### config.mk
export PLATFORM = sky130hd
export DESIGN_NAME = banked_dmem_unit
export DESIGN_NICKNAME = d
export VERILOG_FILES = /design/src/rtl/bdm_pkg.sv /design/src/rtl/bdm_bank_reg.sv /design/src/rtl/bdm_addr_gen.sv /design/src/rtl/bdm_region_dec.sv /design/src/rtl/bdm_buf_ram.sv /design/src/rtl/banked_dmem_unit.sv
export SDC_FILE = /design/constraint.sdc
export NUM_CORES = 2
export LEC_CHECK = 0
export ABC_AREA = 1
export BUFFER_PORTS_ARGS = -buffer_cell sky130_fd_sc_hd__buf_2
export CORE_MARGIN = 8
export CORE_UTILIZATION = 50
export DETAILED_ROUTE_END_ITERATION = 10
export GPL_TIMING_DRIVEN = 0
export PLACE_DENSITY = 0.66
export SLEW_MARGIN = 15
export SYNTH_ARGS = -nofsm -noshare
export SYNTH_HDL_FRONTEND = slang
export SYNTH_SLANG_ARGS = --single-unit
### constraint.sdc
create_clock -name clk -period 12.7 [get_ports clk]
set_input_delay 0.635 -clock clk [delete_from_list [all_inputs] [get_ports clk]]
set_output_delay 0.635 -clock clk [all_outputs]
set_load 0.01 [all_outputs]
### src/rtl/bdm_pkg.sv
`timescale 1ns/1ps
package bdm_pkg;
  typedef enum logic [1:0] {
    OP_READ  = 2'd0,
    OP_WRITE = 2'd1,
    OP_MOVE  = 2'd2,
    OP_NOP   = 2'd3
  } op_e;

  typedef enum logic [1:0] {
    TG_NONE = 2'd0,
    TG_MEM  = 2'd1,
    TG_BUF  = 2'd2
  } tgt_e;

  typedef enum logic {
    ST_IDLE    = 1'b0,
    ST_MOVE_WR = 1'b1
  } state_e;
endpackage

### src/rtl/bdm_bank_reg.sv
`timescale 1ns/1ps
module bdm_bank_reg #(
  parameter int BANK_W = 4,
  parameter int IMM_W  = 8
) (
  input  logic              clk,
  input  logic              rst_n,
  input  logic              load,
  input  logic [IMM_W-1:0]  imm,
  output logic [BANK_W-1:0] bank,
  output logic [IMM_W-1:0]  bank_rd
);
  localparam int PAD_W = IMM_W - BANK_W;

  logic [BANK_W-1:0] bank_q;
  logic              unused_imm_hi;

  always_ff @(posedge clk) begin
    if (!rst_n) begin
      bank_q <= '0;
    end else if (load) begin
      bank_q <= imm[BANK_W-1:0];
    end
  end

  // Upper immediate bits are not stored.
  assign unused_imm_hi = ^imm[IMM_W-1:BANK_W];
  assign bank          = bank_q;
  assign bank_rd       = {{PAD_W{1'b0}}, bank_q};
endmodule

### src/rtl/bdm_addr_gen.sv
`timescale 1ns/1ps
module bdm_addr_gen #(
  parameter int                OPND_W      = 8,
  parameter int                BANK_W      = 4,
  parameter logic [OPND_W-1:0] ACC_SPLIT   = 8'h60,
  parameter logic [BANK_W-1:0] ACC_LO_BANK = 4'h0,
  parameter logic [BANK_W-1:0] ACC_HI_BANK = 4'hF
) (
  input  logic                     full_en,
  input  logic [BANK_W+OPND_W-1:0] full_addr,
  input  logic                     access,
  input  logic [OPND_W-1:0]        opnd,
  input  logic [BANK_W-1:0]        bank,
  output logic [BANK_W+OPND_W-1:0] addr
);
  logic [BANK_W-1:0] win_bank;

  // Window split: low operands stay in the low bank, the rest go to the top bank.
  assign win_bank = (opnd < ACC_SPLIT) ? ACC_LO_BANK : ACC_HI_BANK;

  always_comb begin
    if (full_en) begin
      addr = full_addr;
    end else if (access) begin
      addr = {win_bank, opnd};
    end else begin
      addr = {bank, opnd};
    end
  end
endmodule

### src/rtl/bdm_region_dec.sv
`timescale 1ns/1ps
module bdm_region_dec
  import bdm_pkg::*;
#(
  parameter int                       OPND_W    = 8,
  parameter int                       BANK_W    = 4,
  parameter logic [(1<<BANK_W)-1:0]   IMPL_MASK = 16'h8007,
  parameter int                       BUF_BANK  = 4
) (
  input  logic [BANK_W+OPND_W-1:0] addr,
  input  logic                     usb_en,
  output tgt_e                     tgt
);
  localparam int NB = 1 << BANK_W;
  localparam int AW = BANK_W + OPND_W;

  logic [NB-1:0]     mem_vec;
  logic [NB-1:0]     buf_vec;
  logic [BANK_W-1:0] bk;
  logic              unused_low;

  for (genvar g = 0; g < NB; g++) begin : g_bank
    assign mem_vec[g] = IMPL_MASK[g] && (g != BUF_BANK);
    assign buf_vec[g] = (g == BUF_BANK);
  end

  assign bk         = addr[AW-1:OPND_W];
  assign unused_low = ^addr[OPND_W-1:0];

  always_comb begin
    if (buf_vec[bk]) begin
      tgt = usb_en ? TG_NONE : TG_BUF;
    end else if (mem_vec[bk]) begin
      tgt = TG_MEM;
    end else begin
      tgt = TG_NONE;
    end
  end
endmodule

### src/rtl/bdm_buf_ram.sv
`timescale 1ns/1ps
module bdm_buf_ram #(
  parameter int DATA_W = 8,
  parameter int ADDR_W = 8
) (
  input  logic              clk,
  input  logic              usb_en,
  input  logic              usb_valid,
  input  logic              usb_we,
  input  logic [ADDR_W-1:0] usb_addr,
  input  logic [DATA_W-1:0] usb_wdata,
  input  logic              core_en,
  input  logic              core_we,
  input  logic [ADDR_W-1:0] core_addr,
  input  logic [DATA_W-1:0] core_wdata,
  output logic [DATA_W-1:0] rdata
);
  localparam int DEPTH = 1 << ADDR_W;

  logic [DATA_W-1:0] arr [DEPTH];
  logic [DATA_W-1:0] rd_q;
  logic              usb_go;
  logic              sel_en;
  logic              sel_we;
  logic [ADDR_W-1:0] sel_addr;
  logic [DATA_W-1:0] sel_wdata;

  // Fixed priority: the USB side wins whenever it owns the buffer and asks.
  assign usb_go    = usb_en && usb_valid;
  assign sel_en    = usb_go || core_en;
  assign sel_we    = usb_go ? usb_we    : core_we;
  assign sel_addr  = usb_go ? usb_addr  : core_addr;
  assign sel_wdata = usb_go ? usb_wdata : core_wdata;

  always_ff @(posedge clk) begin
    if (sel_en && sel_we) begin
      arr[sel_addr] <= sel_wdata;
    end
    if (sel_en && !sel_we) begin
      rd_q <= arr[sel_addr];
    end
  end

  assign rdata = rd_q;
endmodule

### src/rtl/banked_dmem_unit.sv
`timescale 1ns/1ps
module banked_dmem_unit
  import bdm_pkg::*;
#(
  parameter int                       DATA_W      = 8,
  parameter int                       OPND_W      = 8,
  parameter int                       BANK_W      = 4,
  parameter int                       IMM_W       = 8,
  parameter logic [(1<<BANK_W)-1:0]   IMPL_MASK   = 16'h8007,
  parameter int                       BUF_BANK    = 4,
  parameter logic [OPND_W-1:0]        ACC_SPLIT   = 8'h60,
  parameter logic [BANK_W-1:0]        ACC_LO_BANK = 4'h0,
  parameter logic [BANK_W-1:0]        ACC_HI_BANK = 4'hF
) (
  input  logic                     clk,
  input  logic                     rst_n,
  input  logic                     bank_load,
  input  logic [IMM_W-1:0]         bank_imm,
  output logic [IMM_W-1:0]         bank_sel,
  input  logic                     req_valid,
  output logic                     req_ready,
  input  logic [1:0]               req_op,
  input  logic                     req_access,
  input  logic [OPND_W-1:0]        req_opnd,
  input  logic [DATA_W-1:0]        req_wdata,
  input  logic [BANK_W+OPND_W-1:0] req_src,
  input  logic [BANK_W+OPND_W-1:0] req_dst,
  output logic                     rsp_valid,
  output logic [DATA_W-1:0]        rsp_data,
  input  logic                     usb_en,
  input  logic                     usb_valid,
  input  logic                     usb_we,
  input  logic [OPND_W-1:0]        usb_addr,
  input  logic [DATA_W-1:0]        usb_wdata,
  output logic [DATA_W-1:0]        usb_rdata,
  output logic                     mem_req,
  output logic                     mem_we,
  output logic [BANK_W+OPND_W-1:0] mem_addr,
  output logic [DATA_W-1:0]        mem_wdata,
  input  logic [DATA_W-1:0]        mem_rdata
);
  localparam int AW = BANK_W + OPND_W;

  op_e               op;
  state_e            st_q;
  logic              accept;
  logic              a_rd;
  logic              a_wr;
  logic              phase_b;
  logic [BANK_W-1:0] bank;
  logic [AW-1:0]     addr_a;
  tgt_e              tgt_a;
  tgt_e              tgt_b;
  tgt_e              src_tgt_q;
  logic [AW-1:0]     dst_q;
  logic              rd_pend_q;
  logic [DATA_W-1:0] buf_rdata;
  logic [DATA_W-1:0] rd_data;
  logic              core_buf_en;
  logic              core_buf_we;
  logic [OPND_W-1:0] core_buf_addr;
  logic [DATA_W-1:0] core_buf_wdata;

  assign op        = op_e'(req_op);
  assign phase_b   = (st_q == ST_MOVE_WR);
  assign req_ready = !phase_b;
  assign accept    = req_valid && req_ready;
  assign a_rd      = accept && (op == OP_READ || op == OP_MOVE);
  assign a_wr      = accept && (op == OP_WRITE);

  bdm_bank_reg #(
    .BANK_W (BANK_W),
    .IMM_W  (IMM_W)
  ) u_bank (
    .clk     (clk),
    .rst_n   (rst_n),
    .load    (bank_load),
    .imm     (bank_imm),
    .bank    (bank),
    .bank_rd (bank_sel)
  );

  bdm_addr_gen #(
    .OPND_W      (OPND_W),
    .BANK_W      (BANK_W),
    .ACC_SPLIT   (ACC_SPLIT),
    .ACC_LO_BANK (ACC_LO_BANK),
    .ACC_HI_BANK (ACC_HI_BANK)
  ) u_agen (
    .full_en   (op == OP_MOVE),
    .full_addr (req_src),
    .access    (req_access),
    .opnd      (req_opnd),
    .bank      (bank),
    .addr      (addr_a)
  );

  // One decoder for the issue phase, one for the move write phase.
  bdm_region_dec #(
    .OPND_W    (OPND_W),
    .BANK_W    (BANK_W),
    .IMPL_MASK (IMPL_MASK),
    .BUF_BANK  (BUF_BANK)
  ) u_dec_a (
    .addr   (addr_a),
    .usb_en (usb_en),
    .tgt    (tgt_a)
  );

  bdm_region_dec #(
    .OPND_W    (OPND_W),
    .BANK_W    (BANK_W),
    .IMPL_MASK (IMPL_MASK),
    .BUF_BANK  (BUF_BANK)
  ) u_dec_b (
    .addr   (dst_q),
    .usb_en (usb_en),
    .tgt    (tgt_b)
  );

  always_ff @(posedge clk) begin
    if (!rst_n) begin
      st_q      <= ST_IDLE;
      rd_pend_q <= 1'b0;
      src_tgt_q <= TG_NONE;
      dst_q     <= '0;
    end else begin
      st_q      <= (accept && op == OP_MOVE) ? ST_MOVE_WR : ST_IDLE;
      rd_pend_q <= accept && (op == OP_READ);
      if (a_rd) begin
        src_tgt_q <= tgt_a;
      end
      if (accept && op == OP_MOVE) begin
        dst_q <= req_dst;
      end
    end
  end

  // Data returned by the storage that was read in the previous cycle.
  always_comb begin
    case (src_tgt_q)
      TG_MEM:  rd_data = mem_rdata;
      TG_BUF:  rd_data = buf_rdata;
      default: rd_data = '0;
    endcase
  end

  assign rsp_valid = rd_pend_q;
  assign rsp_data  = rd_data;

  always_comb begin
    if (phase_b) begin
      mem_req   = (tgt_b == TG_MEM);
      mem_we    = 1'b1;
      mem_addr  = dst_q;
      mem_wdata = rd_data;
    end else begin
      mem_req   = (a_rd || a_wr) && (tgt_a == TG_MEM);
      mem_we    = a_wr;
      mem_addr  = addr_a;
      mem_wdata = req_wdata;
    end
  end

  always_comb begin
    if (phase_b) begin
      core_buf_en    = (tgt_b == TG_BUF);
      core_buf_we    = core_buf_en;
      core_buf_addr  = dst_q[OPND_W-1:0];
      core_buf_wdata = rd_data;
    end else begin
      core_buf_en    = (a_rd || a_wr) && (tgt_a == TG_BUF);
      core_buf_we    = core_buf_en && a_wr;
      core_buf_addr  = addr_a[OPND_W-1:0];
      core_buf_wdata = req_wdata;
    end
  end

  bdm_buf_ram #(
    .DATA_W (DATA_W),
    .ADDR_W (OPND_W)
  ) u_buf (
    .clk        (clk),
    .usb_en     (usb_en),
    .usb_valid  (usb_valid),
    .usb_we     (usb_we),
    .usb_addr   (usb_addr),
    .usb_wdata  (usb_wdata),
    .core_en    (core_buf_en),
    .core_we    (core_buf_we),
    .core_addr  (core_buf_addr),
    .core_wdata (core_buf_wdata),
    .rdata      (buf_rdata)
  );

  assign usb_rdata = buf_rdata;
endmodule

==> flow_summary_export.csv <==
group,metric,value,unit
finish,final_cells,11766,
placement,dp.cells,11368,
detailed_routing,drt_iter0_markers,7813,
cts,clkTransAtPathRegs,0.06,ns
synthesis,yosys-top-cells-area,"edfxtp_1 (69%), nand2_1 (22%), nand3_1 (2.2%)",
synthesis,yosysSeqAreaShare,69.9,%
synthesis,synth_top_area_cell,"edfxtp_1",
cts,cts_max_path_buffers,3,
sta,worst_pin_slew,1.37,ns
die,die_h,438,um
global_route,grt_pass1_wl,400000,um
global_route,grt_max_degree,29,
sta,setup_violations,0,
power,irDropWorstVdd,0.000152,V
outcome,status,"finished, final reports clean",
synthesis,yosysUniqueCellTypes,36,
cts,clk_root_buffer_cell,"clkbuf_16",
power,p_leak,42.0,nW
cts,htreeDepth,4,
synthesis,yosys_warnings,0,
setup_path,path_common_cell,"buf_2",
finish,seq_area,0.0622,mm2
min_path,hold_path.class,"input port to flop",
finish,area_growth,15.0,%
finish,final_util,57.9,%
detailed_routing,drc,0,
synthesis,ys_ff_latch,2078,
synthesis,synth_top_area_share,69.5,%
cts,cts-buffers-inserted,208,
sta,timing.final.hold_violations,0,
setup_path,crit_family,"simple AND/OR/NAND/NOR gates",
setup_path,arrival,6.09,ns
cts,cts_resized,0,
die,fp.dieArea,0.192,mm2
global_route,grt_pass1_vias,60459,
global_route,grt.overflow.total,0,
setup_path,cp-end-kind,"flop",
setup_path,cp_cell_sequence,"clkbuf_1 -> nand2_1 -> nand3_1 -> nand2_2 -> buf_2 -> buf_2 -> nand4_2 -> clkbuf_2 -> nor2_1",
detailed_routing,wl,279000,um
sta,finClkSkew,0.0428,ns
synthesis,synth_edf_count,2056,
finish,drive_gt1_share,9.08,%
placement,place_ws,6.53,ns
placement,gp_congestion,0.992,
synthesis,synthTopCellsByCount,"nand2_1 (5169), edfxtp_1 (2056), nand3_1 (391), nor2_1 (383), buf_2 (257)",
placement,post-dp-hpwl,201000,um
synthesis,synth_area,0.0889,mm2
finish,nFillCells,14583,
flow_run,maxCapViolCount,0,
setup_path,crit_path_top_delay_cell,"nor2_1",
setup_path,max_stage_delay,0.96,ns
sta,fin_crit_sh,44.3,%
placement,placed_area,0.0955,mm2
die,ioPinCount,130,
sta,relSlewSlack,8.34,%
detailed_routing,avgRoutedWirePerCell,23.8,um
global_route,antenna_found_initial,10,
sta,setup_slack,7.07,ns
global_route,grtUsageTotal,28.3,%
synthesis,synth-main-ff-cell,"edfxtp_1",
detailed_routing,viasPerCell,5.47,
finish,antenna_cells,0,
finish,final_cell_area,0.102,mm2
die,coreArea,0.176,mm2
detailed_routing,via_count,64312,
cts,postCtsSetupBuffers,0,
sta,slew_violations,0,
synthesis,async_flop_share,0,%
power,power_density,155,mW/mm2
die,die_w,438,um
detailed_routing,dr.pass1.iters,9,
detailed_routing,ant_nets,0,
finish,multi_input_comb_area,0.0244,mm2
finish,layout.nets,9329,
sta,max_freq,0.178,GHz
setup_path,cp.required,13.16,ns
synthesis,synth_area_per_cell,10.1,um2
sta,rsz0062_at_grt,"false",
synthesis,synth_cells,8797,
die,rows,154,
synthesis,yosysMostFrequentCell,"nand2_1",
setup_path,worstSetupPathType,"flop to flop",
cts,clkSinkCount,2078,
setup_path,crit_fanout,10,
sta,finalSetupTns,0,ns
placement,io_buffer_count,121,
sta,layout_min_cycle_time,5.63,ns
setup_path,cp.buffers_inverters,4,
die,start_util,50.4,%
setup_path,cp-start-kind,"flop",
cts,clk_latency,0.86,ns
cts,cts_tree,"built",
==> layout make-up <==
type | instances | share of cell area (%)
flip-flops and latches | 2078 | 60.8
multi-input cells | 6185 | 23.9
clock buffers | 260 | 5.41
repair buffers | 235 | 3.48
well taps | 2340 | 2.86
plain buffers | 502 | 2.27
clock inverters | 131 | 1.14
inverters | 35 | 0.129
==> cell families after synthesis <==
family / after synthesis / share of synthesized area, %
buffers and inverters: 537 / 2.75
AND/OR/NAND/NOR: 5992 / 26.2
flip-flops: 2078 / 69.9
adder cells (fa/ha/maj): 2 / 0.0281
AO/OA/AOI/OAI: 187 / 1.09
other: 1 / 0.00422
==> cells in the final DEF, fill, tap and decap left out, drive strengths merged, types with 4 or more instances in the layout <==
| master | synthesis | layout |
|---|---|---|
| dlygate4sd3 | 0 | 7 |
| or2 | 9 | 9 |
| conb | 1 | 4 |
| o21ai | 146 | 146 |
| clkbuf | 180 | 440 |
| bufinv | 0 | 18 |
| inv | 35 | 44 |
| a21oi | 21 | 21 |
| nand3 | 400 | 400 |
| a31oi | 15 | 15 |
| buf | 322 | 550 |
| clkinvlp | 0 | 11 |
| dfxtp | 22 | 22 |
| nand2 | 5173 | 5173 |
| edfxtp | 2056 | 2056 |
| nor2 | 389 | 389 |
| clkinv | 0 | 93 |
| nand4 | 16 | 16 |
==> power by group <==
part / total [mW] / switching (mW) / leakage (nW) / internal, mW
registers: 7.63 / 0.00463 / 18.6 / 7.62
clock network: 6.08 / 2.64 / 3.25 / 3.44
logic: 2.13 / 1.57 / 20.1 / 0.562
==> registers in the layout, indices dropped and copies added, names as in the netlist, named ones only <==
signal	flops
u_buf.arr	2048
dst_q	12
u_buf.rdata	8
u_bank.bank	4
src_tgt_q	2
phase_b	1
rsp_valid	1
==> repair_timing <==
action / in CTS / in global routing
setup endpoints to repair: 0 / 0
hold buffers: 7 / 0
hold endpoints to repair: 7 / 0
==> routing by layer <==
layer / share of wire [%] / wire length, um / global-route usage (%)
met1: 39 / 108000 / 36.8
met2: 45 / 125000 / 44.3
met3: 10 / 28500 / 6.89
met4: 6.3 / 17500 / 15.0
met5: 0.0082 / 23 / 0
==> path summary, 6_finish.rpt <==
path | start | end | slack (ns) | depth (start not counted)
worst min register to register | u_bank.bank[0] | u_bank.bank[0] | 0.47 | 2
worst min-delay path | req_op[1] | rsp_valid | 0.06 | 2
worst max-delay path | phase_b | u_buf.arr[48][5] | 7.07 | 9
worst max register to register | phase_b | u_buf.arr[48][5] | 7.07 | 9
==> metrics by stage <==
| step | total power [mW] | hold slack (ns) |
|---|---|---|
| floorplan | 8.94 | 0.444 |
| global placement | 9.91 | 0.456 |
| detailed placement | 9.85 | 0.464 |
| CTS | 15.8 | 0.0117 |
| global route | 16.3 | 0.0566 |
| finish | 15.8 | 0.0617 |
Power figures use the tool's default switching activity.
